`src/rtl/ps2_rx_pkg.sv`:
```
package ps2_rx_pkg;
  typedef enum logic [2:0] {
    S_IDLE,
    S_HI,
    S_LO,
    S_ACK_HI,
    S_ACK_LO,
    S_ACK_REL
  } rx_state_e;

  function automatic logic drives_clk(rx_state_e s);
    return (s == S_LO) || (s == S_ACK_LO);
  endfunction

  function automatic logic drives_data(rx_state_e s);
    return (s == S_ACK_HI) || (s == S_ACK_LO) || (s == S_ACK_REL);
  endfunction
endpackage

```
`src/rtl/ps2_rts_detect.sv`:
```
module ps2_rts_detect #(
  parameter int INHIBIT_CYC = 5000,
  parameter int SYNC_STAGES = 2
) (
  input  logic clk_i,
  input  logic rst_ni,
  input  logic ps2_clk_i,
  input  logic ps2_data_i,
  output logic clk_s_o,
  output logic data_s_o,
  output logic rts_o
);
  localparam int CNT_W = $clog2(INHIBIT_CYC + 1);
  localparam logic [CNT_W-1:0] CNT_MAX = CNT_W'(INHIBIT_CYC);

  logic [SYNC_STAGES-1:0] clk_sync_q, data_sync_q;
  logic [CNT_W-1:0] low_cnt_q;

  generate
    if (SYNC_STAGES == 1) begin : g_sync1
      always_ff @(posedge clk_i or negedge rst_ni) begin
        if (!rst_ni) begin
          clk_sync_q  <= '1;
          data_sync_q <= '1;
        end else begin
          clk_sync_q  <= ps2_clk_i;
          data_sync_q <= ps2_data_i;
        end
      end
    end else begin : g_syncn
      always_ff @(posedge clk_i or negedge rst_ni) begin
        if (!rst_ni) begin
          clk_sync_q  <= '1;
          data_sync_q <= '1;
        end else begin
          clk_sync_q  <= {clk_sync_q[SYNC_STAGES-2:0], ps2_clk_i};
          data_sync_q <= {data_sync_q[SYNC_STAGES-2:0], ps2_data_i};
        end
      end
    end
  endgenerate

  assign clk_s_o  = clk_sync_q[SYNC_STAGES-1];
  assign data_s_o = data_sync_q[SYNC_STAGES-1];

  // saturating count of CLK-low cycles; cleared whenever CLK is high
  always_ff @(posedge clk_i or negedge rst_ni) begin
    if (!rst_ni)           low_cnt_q <= '0;
    else if (clk_s_o)      low_cnt_q <= '0;
    else if (low_cnt_q != CNT_MAX) low_cnt_q <= low_cnt_q + 1'b1;
  end

  assign rts_o = clk_s_o && !data_s_o && (low_cnt_q == CNT_MAX);
endmodule

```
`src/rtl/ps2_half_timer.sv`:
```
module ps2_half_timer #(
  parameter int HALF_CYC = 2000
) (
  input  logic clk_i,
  input  logic rst_ni,
  input  logic en_i,
  output logic tick_o
);
  localparam int CNT_W = $clog2(HALF_CYC + 1);
  localparam logic [CNT_W-1:0] LAST = CNT_W'(HALF_CYC - 1);

  logic [CNT_W-1:0] cnt_q;

  assign tick_o = en_i && (cnt_q == LAST);

  always_ff @(posedge clk_i or negedge rst_ni) begin
    if (!rst_ni)              cnt_q <= '0;
    else if (!en_i || tick_o) cnt_q <= '0;
    else                      cnt_q <= cnt_q + 1'b1;
  end
endmodule

```
`src/rtl/ps2_rx_shift.sv`:
```
module ps2_rx_shift #(
  parameter int DATA_W = 8,
  parameter int IDX_W  = 4
) (
  input  logic              clk_i,
  input  logic              rst_ni,
  input  logic              clr_i,
  input  logic              sample_i,
  input  logic [IDX_W-1:0]  idx_i,
  input  logic              bit_i,
  output logic [DATA_W-1:0] data_o,
  output logic              par_ok_o
);
  localparam logic [IDX_W-1:0] PAR_IDX = IDX_W'(DATA_W);

  always_ff @(posedge clk_i or negedge rst_ni) begin
    if (!rst_ni) begin
      data_o   <= '0;
      par_ok_o <= 1'b0;
    end else if (clr_i) begin
      data_o   <= '0;
      par_ok_o <= 1'b0;
    end else if (sample_i) begin
      if (idx_i < PAR_IDX)       data_o   <= {bit_i, data_o[DATA_W-1:1]};
      else if (idx_i == PAR_IDX) par_ok_o <= ^{data_o, bit_i};
    end
  end
endmodule

```
`src/rtl/ps2_dev_rx.sv`:
```
module ps2_dev_rx
  import ps2_rx_pkg::*;
#(
  parameter int HALF_CYC    = 2000,
  parameter int INHIBIT_CYC = 5000,
  parameter int SYNC_STAGES = 2
) (
  input  logic       clk_i,
  input  logic       rst_ni,
  input  logic       ps2_clk_i,
  input  logic       ps2_data_i,
  output logic       ps2_clk_drive_o,
  output logic       ps2_data_drive_o,
  input  logic       tx_req_i,
  output logic       tx_grant_o,
  output logic [7:0] rx_byte_o,
  output logic       rx_valid_o,
  output logic       resend_o,
  output logic       frame_err_o
);
  localparam int DATA_W = 8;
  localparam int IDX_W  = $clog2(DATA_W + 3);
  localparam logic [IDX_W-1:0] STOP_IDX = IDX_W'(DATA_W + 1);

  rx_state_e state_q, state_d;
  logic clk_s, data_s, rts, tick, sample;
  logic [IDX_W-1:0] idx_q, idx_d;
  logic ferr_q, ferr_d;
  logic [DATA_W-1:0] shift_data;
  logic par_ok;

  ps2_rts_detect #(.INHIBIT_CYC(INHIBIT_CYC), .SYNC_STAGES(SYNC_STAGES)) u_rts (
    .clk_i, .rst_ni, .ps2_clk_i, .ps2_data_i,
    .clk_s_o(clk_s), .data_s_o(data_s), .rts_o(rts)
  );

  ps2_half_timer #(.HALF_CYC(HALF_CYC)) u_timer (
    .clk_i, .rst_ni, .en_i(state_q != S_IDLE), .tick_o(tick)
  );

  assign sample = (state_q == S_LO) && tick;

  ps2_rx_shift #(.DATA_W(DATA_W), .IDX_W(IDX_W)) u_shift (
    .clk_i, .rst_ni,
    .clr_i(rts && state_q == S_IDLE), .sample_i(sample), .idx_i(idx_q),
    .bit_i(data_s), .data_o(shift_data), .par_ok_o(par_ok)
  );

  always_comb begin
    state_d = state_q;
    idx_d   = idx_q;
    ferr_d  = ferr_q;
    unique case (state_q)
      S_IDLE: if (rts) begin
        state_d = S_HI;
        idx_d   = '0;
        ferr_d  = 1'b0;
      end
      S_HI:   if (tick) state_d = S_LO;
      S_LO: if (tick) begin
        if (idx_q < STOP_IDX) begin
          idx_d   = idx_q + 1'b1;
          state_d = S_HI;
        end else if (data_s) begin
          state_d = S_ACK_HI;
        end else begin
          ferr_d  = 1'b1;   // keep clocking until DATA returns high
          state_d = S_HI;
        end
      end
      S_ACK_HI:  if (tick) state_d = S_ACK_LO;
      S_ACK_LO:  if (tick) state_d = S_ACK_REL;
      S_ACK_REL: if (tick) state_d = S_IDLE;
      default:   state_d = S_IDLE;
    endcase
  end

  logic done;
  assign done = (state_q == S_ACK_REL) && tick;

  always_ff @(posedge clk_i or negedge rst_ni) begin
    if (!rst_ni) begin
      state_q          <= S_IDLE;
      idx_q            <= '0;
      ferr_q           <= 1'b0;
      ps2_clk_drive_o  <= 1'b0;
      ps2_data_drive_o <= 1'b0;
      rx_byte_o        <= '0;
      rx_valid_o       <= 1'b0;
      resend_o         <= 1'b0;
      frame_err_o      <= 1'b0;
    end else begin
      state_q          <= state_d;
      idx_q            <= idx_d;
      ferr_q           <= ferr_d;
      ps2_clk_drive_o  <= drives_clk(state_d);
      ps2_data_drive_o <= drives_data(state_d);
      rx_valid_o       <= done && !ferr_q && par_ok;
      resend_o         <= done && (ferr_q || !par_ok);
      frame_err_o      <= done && ferr_q;
      if (done && !ferr_q && par_ok) rx_byte_o <= shift_data;
    end
  end

  assign tx_grant_o = tx_req_i && (state_q == S_IDLE) && clk_s && data_s;

  assert_result_exclusive_R7: assert property (@(posedge clk_i) disable iff (!rst_ni)
    rx_valid_o |-> !resend_o);
  assert_frame_err_resend_R6: assert property (@(posedge clk_i) disable iff (!rst_ni)
    frame_err_o |-> resend_o);
  assert_valid_after_ack_R5: assert property (@(posedge clk_i) disable iff (!rst_ni)
    $rose(rx_valid_o) |-> $past(ps2_data_drive_o));
  assert_rts_only_idle_R2: assert property (@(posedge clk_i) disable iff (!rst_ni)
    rts |-> state_q == S_IDLE);
  assert_grant_line_free_R9: assert property (@(posedge clk_i) disable iff (!rst_ni)
    tx_grant_o |-> !ps2_clk_drive_o && !ps2_data_drive_o);
endmodule

```
`config.mk`:
```
export PLATFORM = sky130hd
export DESIGN_NAME = ps2_dev_rx
export DESIGN_NICKNAME = d
export VERILOG_FILES = /design/src/rtl/ps2_rx_pkg.sv /design/src/rtl/ps2_rts_detect.sv /design/src/rtl/ps2_half_timer.sv /design/src/rtl/ps2_rx_shift.sv /design/src/rtl/ps2_dev_rx.sv
export SDC_FILE = /design/constraint.sdc
export NUM_CORES = 1
export LEC_CHECK = 0
export BUFFER_PORTS_ARGS = -buffer_cell sky130_fd_sc_hd__clkbuf_2
export CORE_ASPECT_RATIO = 0.5
export CORE_MARGIN = 5
export CORE_UTILIZATION = 64
export DETAILED_ROUTE_END_ITERATION = 16
export MAX_ROUTING_LAYER = met4
export PLACE_DENSITY = 0.84
export SLEW_MARGIN = 40
export SYNTH_ARGS = -nofsm -noshare
export SYNTH_HDL_FRONTEND = slang
export SYNTH_SLANG_ARGS = --single-unit
```
`constraint.sdc`:
```
create_clock -name clk_i -period 5.3 [get_ports clk_i]
set_input_delay 0.795 -clock clk_i [delete_from_list [all_inputs] [get_ports clk_i]]
set_output_delay 0.795 -clock clk_i [all_outputs]
set_load 0.02 [all_outputs]
```
==> results.md, run 1 <==
- Post-Synthesis Cells: 249
- Placed cell area: 2830 sq um
- Critical path endpoint category: output port
- Tightest Pin Transition: 0.697 ns
- N_diodes: 0
- Share of cells above drive strength 1: 19.9%
- Drt first pass iters: 4
- Startpoint types: flip-flop
- Die Ht: 55.9 um
- Maximum net fanout on the critical path: 9
- Core area: 3980 sq um
- # placed instances: 316
- Max Cap Violations: 0
- Maximum VDD drop: 0.186 mV
- Die Wd: 102 um
- Die area: 5690 sq um
- Largest area contributor in the netlist: dfrtp_1
- Met1 Track Usage GR: 24.2%
- GRT overflow: 0
- Initial antenna violation count: 0
- Worst-Skew Late Latency: 0.33 ns
- Final worst-path cycle share: 44.2%
- Power Dens Cells: 285 nW/um^2
- Hold WC Path Type: flip-flop to flip-flop
- DR vias/cell: 5.67
- TritonCTS Buffers: 9
- Number of fill cells: 273
- Crit path kind: flip-flop to output port
- CP required: 4.51 ns
- Syn Nets: 260
- Boundary pin count: 19
- Final TNS setup: 0 ns
- Synth cell count leaders: dfrtp_1, nor2_1, inv_1, xnor2_1, nand2_1
- Status: completed
- H-tree Lvls: 3
- PortBufs: 18
- Crit path time final: 2.34 ns
- Maximum clock frequency: 427 MHz
- DR WL/cell: 14.9 um
- Final setup viols: 0
- Most Crowded Layer GR: met2
- Arr. time, crit path: 1.55 ns
- EDFF count, synth: 0
- Drc violations: 0
- LEAKAGE: 1.43 nW
- Post-route cell area: 3020 sq um
- Hpwl dp: 3.19 mm
- Initial core utilization: 67.7%
- Final GP Congestion: 0.814
- First-pass GRT wire length: 8.55 mm
- Post-CTS sizing: 0
- Setup Fix Bufs, Post-CTS: 0
- Non-Filler Instances: 331
- Hold Vio Cnt, Final: 0
- Synth Flop Type: dfrtp_1
- Mapped Area: 2700 sq um
- Final hold slack: 0.357 ns
- Clock Path Buffers: 2
- Largest net degree at the start of global routing: 59
- Rel. slew slack: 53.6%
- Clock Pin Slew Worst Setup and Hold Paths: 0.06 ns
- Total wire length: 4.92 mm
- Post-CTS Hold Buffers: 0
- Sink Count: 58
- M3 GR Usage: 8.26%
- Yosys Warn Count: 0
- Worst clock skew: 0.00770 ns
- GR Util All Layers: 20.0%
- Met2 Use GR: 30.0%
- Yosys reg bits: 58
- Clk root buf: clkbuf_8
- # nets final: 284
- Antenna viol nets, final: 0
- Synth top area share: 50.1%
- Vias in the first global route: 1814
- Vias: 1878
- Final Max Slew Viols: 0
- RSZ-0062 raised after global routing: false
- Post-synth ARST share: 100%
- Count leader, synth: dfrtp_1
- TritonCTS clock tree: built
- Top cells by area, synth: dfrtp_1, nor2_1, xnor2_1, dfstp_2, xor2_1
- Rows: 16
- Post-synthesis area per instance: 10.8 sq um
- Initial DRC count: 116
- Count of cell types in the netlist: 44
- P&R area growth vs syn: 11.9%
- Post-synthesis sequential area ratio: 54.0%
- Final Power: 0.000860 W
==> report_power, final <==
| group | total [W] | leakage, nW | switching, W | internal [W] |
|---|---|---|---|---|
| Clock | 0.000387 | 0.0962 | 0.000161 | 0.000226 |
| Combinational | 0.0000197 | 0.543 | 0.0000134 | 0.00000633 |
| Sequential | 0.000453 | 0.794 | 0.00000538 | 0.000448 |
==> metrics by stage <==
step,util (%),worst slack [ns]
finish,75.7,2.96
global route,75.7,2.81
CTS,75.6,2.79
detailed placement,71.0,2.87
global placement,71.0,2.93
floorplan,-,3.25
==> layout by cell type (no fill, tap or decap), types with 2 or more instances in the layout <==
| cell | synthesis | layout |
|---|---|---|
| dfrtp_1 | 54 | 54 |
| nor2_1 | 41 | 41 |
| clkbuf_2 | 0 | 18 |
| inv_1 | 14 | 14 |
| xnor2_1 | 14 | 14 |
| nand2_1 | 13 | 13 |
| xor2_1 | 11 | 11 |
| clkbuf_8 | 0 | 10 |
| nand3_1 | 9 | 9 |
| a21oi_1 | 9 | 9 |
| mux2i_1 | 9 | 9 |
| nor3_1 | 8 | 8 |
| mux2_2 | 8 | 8 |
| o21ai_0 | 6 | 6 |
| ha_1 | 6 | 6 |
| dfstp_2 | 4 | 4 |
| or3_1 | 3 | 3 |
| nand2b_1 | 3 | 3 |
| nand3b_1 | 2 | 2 |
| or2_2 | 2 | 2 |
| and3_1 | 2 | 2 |
| nor3b_1 | 2 | 2 |
| nand4_1 | 2 | 2 |
| a31oi_1 | 2 | 2 |
| clkbuf_1 | 3 | 2 |
| clkinv_2 | 0 | 2 |
| buf_4 | 1 | 2 |
==> layer usage <==
metal,part of all wire (%),vias to the layer above
met5,0,-
met4,1.6,0
met3,6.3,12
met2,49,57
met1,44,924
li1,-,885
==> path summary, 6_finish.rpt <==
kind	depth (start not counted)	startpoint	slack, ns	endpoint
max in group asynchronous	2	rst_ni	4.24	u_timer.cnt_q[8]
max reg2reg	5	u_timer.cnt_q[0]	2.97	rx_byte_o[6]
min in group asynchronous	2	rst_ni	0.59	u_rts.low_cnt_q[9]
max	4	state_q[0]	2.96	tx_grant_o
min	0	u_rts.data_sync_q[0]	0.36	u_rts.data_sync_q[1]
min reg2reg	0	u_rts.data_sync_q[0]	0.36	u_rts.data_sync_q[1]
==> cell type report <==
type / instances / area, sq um / area share, %
clock inverter: 3 / 40.0 / 1.33
multi-input combinational: 170 / 1150 / 38.1
timing repair buffer: 20 / 105 / 3.49
inverter: 14 / 52.6 / 1.74
tap: 54 / 67.6 / 2.24
sequential: 58 / 1460 / 48.3
clock buffer: 12 / 145 / 4.81
==> logic make-up after synthesis <==
kind of cell	after synthesis	share of synthesized area [%]
and+or+nand+nor	96	18.3
DFF	58	54.0
xor gates and xnor gates	26	8.96
AOI/OAI and AO/OA	25	5.76
buffers and inverters	21	3.44
muxes	17	6.69
adders and majority gates	6	2.79
==> critical path, cell delays in order, from the launching register on <==
cell	delay [ns]
dfrtp_1	0.46
nor3_1	0.35
nand2_1	0.12
nor2_1	0.11
clkbuf_2	0.17
==> sequential cells by signal, indices dropped and copies added (netlist names) <==
| register | count |
|---|---|
| ferr_q | 1 |
| frame_err_o | 1 |
| idx_q | 4 |
| ps2_clk_drive_o | 1 |
| ps2_data_drive_o | 1 |
| resend_o | 1 |
| rx_byte_o | 8 |
| rx_valid_o | 1 |
| state_q | 3 |
| u_rts.clk_sync_q | 2 |
| u_rts.data_sync_q | 2 |
| u_rts.low_cnt_q | 13 |
| u_shift.data_o | 8 |
| u_shift.par_ok_o | 1 |
| u_timer.cnt_q | 11 |
Power figures use the tool's default switching activity.
==> run 2: changes to the inputs <==
Settings changed: CORE_UTILIZATION 64 to 54, PLACE_DENSITY 0.84 to 0.75.
Clock period 5.3 ns to 2.15 ns, I/O delays scaled along.
==> run 2 against run 1 <==
Hold slack worse by 0.29 ns. Setup slack worse by 2.8 ns. Final area increased by 4.1%. Wire length fell by 0.61%. Power rose to 2.5 times the previous value. Register-to-register slack got worse by 2.8 ns. Sequential power is 150% higher. Critical endpoint is now rx_byte_o[4]. Die area is 16% higher. Largest power group unchanged. Non-clock buffer count up 11. Global-route usage decreased by 2.3 points. Final cell count rose by 8.5%. Largest cell class unchanged. Combinational power increased by 140%.
==> results.md, run 2 (synthesis results as in run 1) <==
- Status: completed
- Number of fill cells: 391
- Initial core utilization: 55.1%
- H-tree Lvls: 3
- Setup slack, reg-to-reg: 0.16 ns
- Non-Filler Instances: 359
- Hold_sp: ps2_clk_i
- Worst-Skew Late Latency: 0.34 ns
- Arr. time, crit path: 2.22 ns
- Tightest Pin Transition: 0.709 ns
- Die area: 6590 sq um
- FF+latch area: 1460 sq um
- Maximum clock frequency: 502 MHz
- TritonCTS clock tree: built
- R2R Path End: rx_byte_o[4]
- GR Util All Layers: 17.7%
- Multi-input combinational cell area: 1150 sq um
- Die Ht: 60.0 um
- Maximum VDD drop: 0.350 mV
- Drc violations: 0
- PortBufs: 18
- DR WL/cell: 13.6 um
- # nets final: 295
- Commonest non-fill, non-tap cell in the layout: dfrtp_1
- Startpoint types: flip-flop
- Placed cell area: 2900 sq um
- First-pass GRT wire length: 8.53 mm
- Final Max Slew Viols: 0
- R2r worst-path depth: 4
- Final Core Density: 64.3%
- Post-route cell area: 3140 sq um
- Vias: 1876
- Antenna viol nets, final: 0
- Total wire length: 4.89 mm
- Hold Path Depth: 1
- Core area: 4890 sq um
- Critical path endpoint category: flip-flop
- Max reg flops: 13
- WHS Endpoint: u_rts.clk_sync_q[0]
- Clock Path Buffers: 2
- Commonest non-fill, non-tap cells in the layout: dfrtp_1, nor2_1, clkbuf_2, inv_1, xnor2_1
- Post-CTS Hold Buffers: 0
- Largest net degree at the start of global routing: 59
- Max Cap Violations: 0
- Share of cells above drive strength 1: 23.9%
- # placed instances: 339
- Final worst-path cycle share: 92.6%
- Vias in the first global route: 1871
- CP required: 2.38 ns
- Power Dens Cells: 694 nW/um^2
- N_diodes: 0
- CP startpoint: u_timer.cnt_q[5]
- GRT overflow: 0
- Drt first pass iters: 4
- Final hold slack: 0.0631 ns
- Worst clock skew: 0.00693 ns
- Maximum net fanout on the critical path: 9
- Rel. slew slack: 52.7%
- Sink Count: 58
- Crit path kind: flip-flop to flip-flop
- Die Wd: 110 um
- R2R Path Start: u_timer.cnt_q[5]
- Hpwl dp: 3.34 mm
- Initial antenna violation count: 0
- Clock Pin Slew Worst Setup and Hold Paths: 0.07 ns
- Final TNS setup: 0 ns
- Hold Vio Cnt, Final: 0
- LEAKAGE: 1.50 nW
- P&R area growth vs syn: 16.5%
- Final setup viols: 0
- Boundary pin count: 19
- TritonCTS Buffers: 9
- DR vias/cell: 5.23
- Crit path time final: 1.99 ns
- Rows: 18
- Register bank with the most flops: u_rts.low_cnt_q
- Initial DRC count: 91
- Hold WC Path Type: primary input to flip-flop
- Largest regs: u_rts.low_cnt_q (13), u_timer.cnt_q (11)
- Final GP Congestion: 0.845
- Clk root buf: clkbuf_8
[run 2: layer usage]
metal  track usage (%)  wire, um  vias to the layer above
met5                 -         0                        -
met4              9.24        73                        0
met3              6.15       242                        9
met2              25.9      2320                       49
met1              22.0      2250                      906
li1                  -         -                      912
[run 2: where the power goes]
group	switching [W]	leakage (nW)	internal, W	total [W]
registers	0.0000134	0.794	0.00110	0.00112
clock network	0.000425	0.105	0.000591	0.00102
logic	0.0000312	0.600	0.0000154	0.0000466
total	0.000470	1.50	0.00171	0.00218
[run 2: area by class of cell]
| cell class | instances | share of cell area (%) |
|---|---|---|
| Sequential cell | 58 | 46.4 |
| Multi-Input combinational cell | 170 | 36.7 |
| Inverter | 14 | 1.67 |
| Clock inverter | 5 | 1.67 |
| Tap cell | 70 | 2.79 |
| Timing Repair Buffer | 31 | 5.98 |
| Clock buffer | 11 | 4.82 |
[run 2: metrics by stage]
stage	setup WS (ns)	total power, W
6_report	0.160	0.00218
5_1_grt	-0.00296	0.00227
4_1_cts	0.0782	0.00221
3_5_place_dp	0.0768	0.00118
3_3_place_gp	0.117	0.00118
2_1_floorplan	0.0991	0.00115
[run 2: worst max path at each step]
stage | endpoint | slack [ns] | depth (start not counted)
after floorplan | rx_byte_o[0] | 0.1 | 6
after global placement | rx_byte_o[4] | 0.12 | 5
after detailed placement | rx_byte_o[4] | 0.08 | 5
after CTS | rx_byte_o[4] | 0.08 | 5
after global routing | idx_q[0] | -0.003 | 8
final | rx_byte_o[4] | 0.16 | 4
[run 2: timing repair]
action / CTS / global route
setup endpoints to repair: 0 / 8
gates resized for setup: 0 / 1
buffers inserted: 0 / 4
[run 2: critical path, stage by stage, from the launching register on]
cell and delay, ns:
dfrtp_1 0.42, nand4b_2 0.27, or3_1 0.43, nor3_4 0.38, mux2_2 0.39
==> run 3: changes to the inputs <==
Settings changed: ABC_AREA set to 1.
==> run 3 against run 2 <==
Clock skew rose by 0.0042 ns. Hold slack got worse by 0.0055 ns. Combinational power rose by 20%. Final cell count rose by 26%. Setup slack improved by 0.16 ns. First-iteration DRC count rose by 60%. Die area rose by 7.7%. Synthesized cell count rose by 40%. Power fell by 5.9%. Largest power group unchanged. Highest routed layer unchanged.
==> results.md, run 3 <==
- Hold Vio Cnt, Final: 0
- Core area: 5370 sq um
- Die Ht: 62.1 um
- Synth Flop Type: dfrtp_1
- Initial antenna violation count: 0
- Hold Path Depth: 1
- Multi-input combinational cell area: 1260 sq um
- Tightest Pin Transition: 0.601 ns
- Synth Area in Adders: 2.56%
- Syn Nets: 359
- Die Wd: 114 um
- Mapped Area: 2940 sq um
- Worst setup margin: 0.323 ns
- LEAKAGE: 1.58 nW
- Yosys Warn Count: 0
- Final GP Congestion: 0.869
- Crit path cell chain: inv_1, nand3_2, nor2_1, clkbuf_2
- Largest area contributor in the netlist: dfrtp_1
- Largest regs: u_rts.low_cnt_q (13), u_timer.cnt_q (11)
- Largest family of logic cells by synthesized area: simple AND/OR/NAND/NOR gates
- GR Util All Layers: 18.5%
- Initial core utilization: 54.6%
- Status: completed
- P&R area growth vs syn: 11.8%
- Startpoint types: flip-flop
- Synth top area share: 46.0%
- TritonCTS Buffers: 9
- DR WL/cell: 12.5 um
- Die area: 7100 sq um
- Clk root buf: clkbuf_8
- Critical Path Max Stage Delay: 0.46 ns
- Top cells by area, synth: dfrtp_1, nand2_1, inv_1, nor2_1, dfstp_2
- Vias in the first global route: 2237
- PortBufs: 18
- Gate power share: 2.7%
- Post-synthesis area per instance: 8.43 sq um
- Non-Filler Instances: 451
- Maximum net fanout on the critical path: 7
- Max reg flops: 13
- Crit path kind: flip-flop to output port
- Final Max Slew Viols: 0
- Commonest non-fill, non-tap cell in the layout: nand2_1
- Pre-CTS setup slack: 0.373 ns
- Clock Pin Slew Worst Setup and Hold Paths: 0.06 ns
- Post-synth ARST share: 100%
- Count leader, synth: nand2_1
- Hold WC Path Type: primary input to flip-flop
- Number of fill cells: 478
- Initial DRC count: 146
- Sequential share of power: 54.2%
- Crit path time final: 1.83 ns
- Power Dens Cells: 625 nW/um^2
- CP required: 1.83 ns
- Clk pwr share: 43.0%
- GRT overflow: 0
- Fraction of the mapped netlist area in compound gates: 9.85%
- Maximum VDD drop: 0.273 mV
- Critical path endpoint category: output port
- Total wire length: 5.64 mm
- Clock Path Buffers: 2
- H-tree Lvls: 3
- TritonCTS clock tree: built
- Register bank with the most flops: u_rts.low_cnt_q
- Vias: 2317
- Arr. time, crit path: 1.50 ns
- Post-Synthesis Cells: 348
- Count of cell types in the netlist: 35
- Worst path slowest cell: dfrtp_1
- Post-synthesis sequential area ratio: 49.6%
- R2r worst-path depth: 8
- Rel. slew slack: 59.9%
- Antenna viol nets, final: 0
- Drt first pass iters: 4
- Sw frac: 22.5%
- Final setup viols: 0
- Share of cells above drive strength 1: 17.5%
- Largest net degree at the start of global routing: 37
- Commonest non-fill, non-tap cells in the layout: nand2_1, dfrtp_1, inv_1, nor2_1, nand3_1
- # placed instances: 435
- Hpwl dp: 4.05 mm
- DR vias/cell: 5.14
- Synth cell count leaders: nand2_1, dfrtp_1, inv_1
- Final TNS setup: 0 ns
- EDFF count, synth: 0
- Pint: 0.00159 W
- FF+latch area: 1460 sq um
- N_diodes: 0
- Post-synthesis mux area share: 0%
- Final worst-path cycle share: 85.0%
- XOR/XNOR share of the synthesized area: 1.79%
- Yosys reg bits: 58
- Sink Count: 58
- Max Cap Violations: 0
- Maximum clock frequency: 547 MHz
- RSZ-0062 raised after global routing: false
- # nets final: 385
- Post-synthesis simple-gate area fraction: 28.9%
- Switch Pwr: 0.000462 W
- Boundary pin count: 19
- Rows: 19
- Worst-Skew Late Latency: 0.35 ns
- Drc violations: 0
- First-pass GRT wire length: 9.96 mm
- Worst clock skew: 0.0112 ns
- Post-CTS sizing: 0
run 3: changes by cell type in the layout (fill, tap and decap cells not counted), moves of 10 or more:
| cell | before | now |
|---|---|---|
| a21oi_1 | 9 | 19 |
| buf_4 | 13 | 0 |
| inv_1 | 14 | 45 |
| nand2_1 | 13 | 77 |
| nand3_1 | 9 | 20 |
| nand4_1 | 2 | 12 |
| xnor2_1 | 14 | 4 |
run 3: layer usage:
metal	part of all wire (%)	GRT usage, %	vias up
met1	48	22.3	1080
met4	2.2	9.04	0
met5	0	-	-
met2	45	28.2	45
li1	-	-	1181
met3	4.3	5.72	11
run 3: path summary, 6_finish.rpt:
path	startpoint	endpoint	slack, ns
max	state_q[0]	tx_grant_o	0.32
min	ps2_clk_i	u_rts.clk_sync_q[0]	0.06
max reg2reg	state_q[0]	idx_q[0]	0.34
min reg2reg	u_rts.clk_sync_q[0]	u_rts.clk_sync_q[1]	0.35
max in group asynchronous	rst_ni	u_rts.clk_sync_q[0]	0.99
min in group asynchronous	rst_ni	u_rts.low_cnt_q[8]	0.51
run 3: final cells by class:
class | count | share of cell area [%]
Tap cell | 73 | 2.78
Clock buffer | 12 | 4.73
Sequential cell | 58 | 44.4
Timing Repair Buffer | 20 | 3.66
Inverter | 48 | 5.49
Clock inverter | 3 | 0.457
Multi-Input combinational cell | 237 | 38.5
run 3: worst max-delay path, delay by kind of cell, from the launching register on:
kind	cells	cell delay (ns)
buffers and inverters	2	0.36
DFF	1	0.46
and+or+nand+nor	2	0.34
run 3: cells by family after synthesis:
kind of cell / after synthesis
AO/OA/AOI/OAI: 49
XOR/XNOR: 6
buffers and inverters: 53
adder cells (fa/ha/maj): 6
flip-flops: 58
AND/OR/NAND/NOR: 176
run 3: metrics by stage:
step	utilization, %	hold slack [ns]	instance area (sq um)	total power (W)
6_report	61.1	0.0576	3280	0.00205
5_1_grt	61.1	0.0465	3280	0.00214
4_1_cts	61.1	0.0529	3280	0.00207
3_5_place_dp	57.7	0.347	3100	0.00119
3_3_place_gp	57.7	0.350	3100	0.00119
2_1_floorplan	-	0.0269	2940	0.00115
run 3: what timing repair did:
action                                 in CTS  in global routing
endpoints found under the hold margin      10                  0
hold buffers                                1                  0
setup buffers                               0                  0
run 3: power groups by stage:
stage | Combinational, W | Sequential (W) | Clock [W]
2_1_floorplan | 0.0000234 | 0.00113 | 0
3_3_place_gp | 0.0000543 | 0.00113 | 0
3_5_place_dp | 0.0000567 | 0.00113 | 0
4_1_cts | 0.0000581 | 0.00111 | 0.000902
5_1_grt | 0.0000680 | 0.00111 | 0.000959
6_report | 0.0000558 | 0.00111 | 0.000883
